[config.mk]
export PLATFORM = sky130hd
export DESIGN_NAME = frame_skew_meter
export DESIGN_NICKNAME = d
export VERILOG_FILES = /design/src/rtl/fsk_pkg.sv /design/src/rtl/fsk_edge.sv /design/src/rtl/fsk_arm.sv /design/src/rtl/frame_skew_meter.sv
export SDC_FILE = /design/constraint.sdc
export NUM_CORES = 1
export LEC_CHECK = 0
export BUFFER_PORTS_ARGS = -buffer_cell sky130_fd_sc_hd__buf_2
export CAP_MARGIN = 30
export CELL_PAD_IN_SITES_DETAIL_PLACEMENT = 1
export CELL_PAD_IN_SITES_GLOBAL_PLACEMENT = 2
export CORE_MARGIN = 1.5
export CORE_UTILIZATION = 36
export DETAILED_ROUTE_END_ITERATION = 6
export GPL_ROUTABILITY_DRIVEN = 0
export PLACE_DENSITY = 0.8
export SYNTH_ARGS = -nofsm -noshare
export SYNTH_HDL_FRONTEND = slang
export SYNTH_SLANG_ARGS = --single-unit
export TNS_END_PERCENT = 5
[constraint.sdc]
create_clock -name clk -period 1.9 [get_ports clk]
set_input_delay 0.285 -clock clk [delete_from_list [all_inputs] [get_ports clk]]
set_output_delay 0.285 -clock clk [all_outputs]
set_load 0.1 [all_outputs]
[src/rtl/fsk_pkg.sv]
package fsk_pkg;
    localparam int RES_W    = 12;
    localparam int HALF_POS = 11;
    localparam int WHOLE_W  = 3;

    typedef enum logic [2:0] {
        ST_IDLE,
        ST_SYNC,
        ST_MEAS,
        ST_HOLD,
        ST_DONE
    } fsk_state_e;

    // whole periods in the low bits, inverted half flag in the top bit
    function automatic logic [RES_W-1:0] fsk_encode(input logic [7:0] halves);
        logic [RES_W-1:0] r;
        r = '0;
        r[WHOLE_W-1:0] = halves[WHOLE_W:1];
        r[HALF_POS]    = ~halves[0];
        return r;
    endfunction
endpackage

[src/rtl/fsk_edge.sv]
module fsk_edge (
    input  logic clk,
    input  logic rst_n,
    input  logic sig_i,
    input  logic rise_sel_i,
    output logic hit_o
);
    logic sig_q;

    always_ff @(posedge clk or negedge rst_n) begin
        if (!rst_n) sig_q <= 1'b0;
        else        sig_q <= sig_i;
    end

    assign hit_o = rise_sel_i ? (sig_i & ~sig_q) : (~sig_i & sig_q);
endmodule

[src/rtl/fsk_arm.sv]
module fsk_arm #(
    parameter int FRAME_TICKS = 1024
) (
    input  logic clk,
    input  logic rst_n,
    input  logic start_i,
    output logic go_o,
    output logic qual_o
);
    localparam int CW = $clog2(FRAME_TICKS + 1);

    logic [CW-1:0] low_cnt;
    logic          start_q;

    always_ff @(posedge clk or negedge rst_n) begin
        if (!rst_n) begin
            low_cnt <= '0;
            start_q <= 1'b0;
        end else begin
            start_q <= start_i;
            if (start_i)
                low_cnt <= '0;
            else if (low_cnt != CW'(FRAME_TICKS))
                low_cnt <= low_cnt + 1'b1;
        end
    end

    assign qual_o = (low_cnt == CW'(FRAME_TICKS));
    assign go_o   = start_i & ~start_q & qual_o;

    AST_GO_AFTER_LOW: assert property (@(posedge clk) disable iff (!rst_n)
        go_o |-> !$past(start_i));
endmodule

[src/rtl/frame_skew_meter.sv]
module frame_skew_meter
    import fsk_pkg::*;
#(
    parameter int FRAME_TICKS = 1024,
    parameter int MAX_HALF    = 9
) (
    input  logic             clk,
    input  logic             rst_n,
    input  logic             frame_i,
    input  logic             fe_i,
    input  logic             gci_i,
    input  logic             start_i,
    output logic             done_o,
    output logic [RES_W-1:0] result_o
);
    localparam int CNT_W = $clog2(MAX_HALF + 1);
    localparam int N_SIG = 2;

    fsk_state_e       state, nxt;
    logic [CNT_W-1:0] cnt_q;
    logic [CNT_W-1:0] half_q;
    logic [N_SIG-1:0] raw, hits;
    logic             ref_hit, fe_hit;
    logic             go, arm_qual;

    assign raw = {fe_i, frame_i};

    for (genvar i = 0; i < N_SIG; i++) begin : g_edge
        fsk_edge u_edge (
            .clk        (clk),
            .rst_n      (rst_n),
            .sig_i      (raw[i]),
            .rise_sel_i (gci_i),
            .hit_o      (hits[i])
        );
    end

    assign ref_hit = hits[0];
    assign fe_hit  = hits[1];

    fsk_arm #(.FRAME_TICKS(FRAME_TICKS)) u_arm (
        .clk     (clk),
        .rst_n   (rst_n),
        .start_i (start_i),
        .go_o    (go),
        .qual_o  (arm_qual)
    );

    // state register
    always_ff @(posedge clk or negedge rst_n) begin
        if (!rst_n) state <= ST_IDLE;
        else        state <= nxt;
    end

    // transitions
    always_comb begin
        nxt = state;
        unique case (state)
            ST_IDLE: if (go) nxt = ST_SYNC;                                  // T_ARM
            ST_SYNC: if (ref_hit) nxt = fe_hit ? ST_HOLD : ST_MEAS;          // T_COINCIDE / T_ALIGN
            ST_MEAS: if (fe_hit || cnt_q == CNT_W'(MAX_HALF)) nxt = ST_HOLD; // T_CATCH / T_EXPIRE
            ST_HOLD: if (ref_hit) nxt = ST_DONE;                             // T_FINISH
            ST_DONE: nxt = ST_DONE;
            default: nxt = ST_IDLE;
        endcase
        if (!start_i) nxt = ST_IDLE;                                         // T_ABORT
    end

    // window counter and captured delay
    always_ff @(posedge clk or negedge rst_n) begin
        if (!rst_n) begin
            cnt_q  <= '0;
            half_q <= '0;
        end else begin
            unique case (state)
                ST_SYNC: if (ref_hit) begin
                    cnt_q  <= CNT_W'(1);
                    half_q <= '0;
                end
                ST_MEAS: begin
                    if (fe_hit || cnt_q == CNT_W'(MAX_HALF)) half_q <= cnt_q;
                    else                                      cnt_q  <= cnt_q + 1'b1;
                end
                default: ;
            endcase
        end
    end

    // outputs
    always_ff @(posedge clk or negedge rst_n) begin
        if (!rst_n) begin
            done_o   <= 1'b0;
            result_o <= '0;
        end else begin
            done_o   <= (nxt == ST_DONE);
            result_o <= (nxt == ST_DONE) ? fsk_encode(8'(half_q)) : '0;
        end
    end

    AST_CNT_BOUND: assert property (@(posedge clk) disable iff (!rst_n)
        (state == ST_MEAS) |-> (cnt_q <= CNT_W'(MAX_HALF)));
    AST_ARM_QUALIFIED: assert property (@(posedge clk) disable iff (!rst_n)
        (state == ST_SYNC && $past(state) == ST_IDLE) |-> $past(arm_qual));
    AST_DONE_AT_REF: assert property (@(posedge clk) disable iff (!rst_n)
        $rose(done_o) |-> $past(ref_hit));
    AST_ABORT_CLEARS: assert property (@(posedge clk) disable iff (!rst_n)
        $fell(start_i) |=> !done_o);
    AST_CODE_RANGE: assert property (@(posedge clk) disable iff (!rst_n)
        done_o |-> (result_o[10:3] == 8'h00 && result_o[2:0] <= 3'd4));
    AST_ZERO_WHEN_IDLE: assert property (@(posedge clk) disable iff (!rst_n)
        !done_o |-> (result_o == '0));
endmodule

==> results.py <==
metrics = {
    "status": {
        "status": "completed",
    },
    "clock_network": {
        "cts-root-buf": "clkbuf_8",
        "cts_setup_buffers": 0,
        "clk_pin_slew_worst_paths_ns": 0.06,
        "cts_tree": "yes",
        "cts.hold.buffers_added": 0,
        "cts_sinks": 30,
        "clk_latency_ns": 0.28,
        "cts.path.max_buffers": 2,
        "numCtsBuffers": 5,
        "cts_resized": 0,
        "cts.htree.levels": 2,
    },
    "worst_setup_path": {
        "cp-end-kind": "register",
        "cpPeakStageDelay_ns": 0.43,
        "cp_top_family": "simple AND/OR/NAND/NOR gates",
        "crit_slowest_cell": "or4_1",
        "rr_worst_depth": 4,
        "start_kind": "register",
        "cp_cell_sequence": "nor4_1 -> nand4_1 -> or4_1 -> a31oi_1",
        "cp_max_fo": 5,
        "r2r_slack_ns": 0.21,
        "cp.required_ns": 2.10,
        "critical_path_class": "reg2reg",
        "cp.arrival_ns": 1.89,
        "reg2reg_to": "state[0]",
        "r2r_start": "u_arm.low_cnt[7]",
        "cp_num_buf_inv": 0,
        "cp.depth": 4,
    },
    "floorplanning": {
        "fp.dieH_um": 67.4,
        "start_util_pct": 37.4,
        "pin_count": 19,
        "core_um2": 4000,
        "row_count": 23,
        "die_x_um": 67.4,
        "dieArea_um2": 4550,
    },
    "drt": {
        "drt-pass1-iter-count": 4,
        "drtIter0Drc": 44,
        "wl_per_cell_um": 14.5,
        "routed_via_density": 5.13,
        "ant_nets": 0,
        "drc_errors": 0,
        "via_count": 1066,
        "drt_wl_total_um": 3010,
    },
    "sta": {
        "fin_crit_sh_pct": 89.0,
        "finalSetupViolations": 0,
        "fin_ws_ns": 0.210,
        "fin_crit_ns": 1.69,
        "grt_setup_unrepaired": "false",
        "setup-tns-final_ns": 0,
        "fmax_mhz": 592,
        "hold_viol": 0,
        "final_max_slew_viol_count": 0,
        "relSlewSlack_pct": 55.7,
        "skew_ns": 0.00707,
        "worst-slew-pin-transition_ns": 0.664,
    },
    "global_routing": {
        "grt.met2_usage_pct": 24.9,
        "grt_pass1_vias": 1096,
        "gr-usage-met1_pct": 19.0,
        "gr-total-overflow": 0,
        "antenna_found_initial": 0,
        "grt_first_pass_wirelength_um": 5060,
        "top_usage_layer": "met2",
        "grt_max_degree": 31,
        "track_usage_pct": 15.6,
        "use_met3_pct": 4.00,
    },
    "final_layout": {
        "multiInputGateArea_um2": 688,
        "regArea_um2": 751,
        "layout-drive-gt1-share_pct": 13.3,
        "final_net_count": 168,
        "syn_to_final_growth_pct": 13.1,
        "final_common_cell": "dfrtp_1",
        "final_cell_mix": "dfrtp_1 (30), nor2_1 (13), buf_2 (10), nand2_1 (8), conb_1 (8)",
        "stdcell_count": 208,
        "design_area_um2": 1690,
        "fillers": 449,
        "diodes": 0,
    },
    "power": {
        "powerDensity_nw_per_um2": 874,
        "p_leak_nw": 0.793,
        "vdd_ir_drop_max_v": 0.000415,
    },
    "place": {
        "dpl.cell_count": 201,
        "place_ws_ns": 0.222,
        "io_buffer_count": 10,
        "place_area_um2": 1580,
        "dpl.hpwl_um": 2210,
    },
    "flow_run": {
        "maxCapViolations": 0,
    },
    "logic_synthesis": {
        "yosysWarnings": 0,
        "syn-cell-area_um2": 1500,
        "synth.distinct_cells": 42,
        "synth_seq_area_share_pct": 50.2,
        "postSynthAreaPerCell_um2": 10.5,
        "ys_ff_latch": 30,
        "synth_cells": 142,
    },
    "worst_hold_path": {
        "worstHoldPathType": "in2async",
    },
}
-- worst register-to-register path, stage by stage, from the launching register on --
cell and delay [ns]:
dfrtp_1 0.42, nor4_1 0.40, nand4_1 0.18, or4_1 0.43, a31oi_1 0.19
-- state kept, by name, summed over array words and instances (netlist names) --
signal / cells
u_arm.low_cnt: 11
cnt_q: 4
half_q: 4
result_o: 4
state: 3
g_edge.u_edge.sig_q: 2
done_o: 1
u_arm.start_q: 1
-- how the worst max path moves through the flow --
stage	start	endpoint	slack, ns
6_report	u_arm.low_cnt[7]	state[0]	0.21
5_1_grt	u_arm.low_cnt[7]	state[0]	0.13
4_1_cts	u_arm.low_cnt[7]	state[0]	0.20
3_5_place_dp	u_arm.low_cnt[7]	state[0]	0.22
3_3_place_gp	gci_i	half_q[0]	0.27
2_1_floorplan	u_arm.low_cnt[5]	state[0]	0.37
-- synth_stat cells --
cell type / count / area share, %
ha_1: 4 / 3.3
o21bai_1: 1 / 0.50
o21ai_1: 1 / 0.33
and4_1: 1 / 0.59
or2b_1: 1 / 0.50
a21oi_1: 5 / 1.7
nand3_1: 5 / 1.7
mux2i_1: 3 / 2.0
a31oi_1: 1 / 0.42
and2_1: 3 / 1.3
nand4b_1: 1 / 0.59
conb_1: 1 / 0.25
or3b_1: 1 / 0.59
a211oi_1: 1 / 0.50
or3b_2: 1 / 0.59
nand3b_1: 4 / 2.0
o21ai_0: 2 / 0.67
nor2_1: 13 / 3.3
a211o_1: 1 / 0.59
nor2b_1: 3 / 1.3
or3_1: 1 / 0.42
a311oi_1: 1 / 0.59
nor4_1: 1 / 0.42
and3_1: 4 / 1.7
nor4_2: 1 / 0.84
or4_1: 1 / 0.50
nor3b_1: 2 / 1.0
nor3b_2: 1 / 0.84
nand4_1: 6 / 2.5
buf_4: 8 / 4.0
clkbuf_1: 1 / 0.25
inv_1: 5 / 1.3
nor3_1: 2 / 0.67
nand2_1: 8 / 2.0
nand2b_1: 1 / 0.42
nand4bb_1: 1 / 0.75
xor2_1: 5 / 2.9
dfrtp_1: 30 / 50
a32o_1: 4 / 2.7
o21a_1: 2 / 1.0
xnor2_1: 3 / 1.8
a311o_1: 1 / 0.67
-- per-stage QoR --
stage | hold WS, ns | total power [mW] | util, %
2_1_floorplan | -0.0106 | 0.811 | -
6_report | 0.0285 | 1.48 | 42.3
4_1_cts | 0.0641 | 1.50 | 42.3
3_3_place_gp | 0.352 | 0.831 | 39.4
5_1_grt | 0.0914 | 1.54 | 42.3
3_5_place_dp | 0.369 | 0.839 | 39.4
-- final cells by class --
cell class | instances | share of cell area, %
Clock inverter | 1 | 1.78
Sequential cell | 30 | 44.4
Inverter | 5 | 1.11
Multi-Input combinational cell | 105 | 40.7
Tap cell | 50 | 3.70
Timing Repair Buffer | 11 | 3.40
Clock buffer | 6 | 4.89
-- power breakdown --
part	leakage, nW	switching [mW]	internal [mW]
combinational	0.331	0.114	0.0319
clock	0.0573	0.234	0.419
sequential	0.404	0.0229	0.656
-- kinds of logic (layout without fill, tap and decap cells) --
group / Yosys count / after routing / synth area share [%]
AO/OA/AOI/OAI: 20 / 20 / 9.62
XOR/XNOR: 8 / 8 / 4.69
adder cells (fa/ha/maj): 4 / 4 / 3.35
buffers and inverters: 14 / 23 / 5.52
flip-flops: 30 / 30 / 50.2
multiplexers: 3 / 3 / 2.01
other: 1 / 8 / 0.251
AND/OR/NAND/NOR: 62 / 62 / 24.4
-- routing by layer --
layer,wire (um),part of all wire (%)
met1,1360,45
met2,1500,50
met3,79,2.6
met4,75,2.5
met5,0,0
Note: power is estimated with default switching activity, not from simulation.
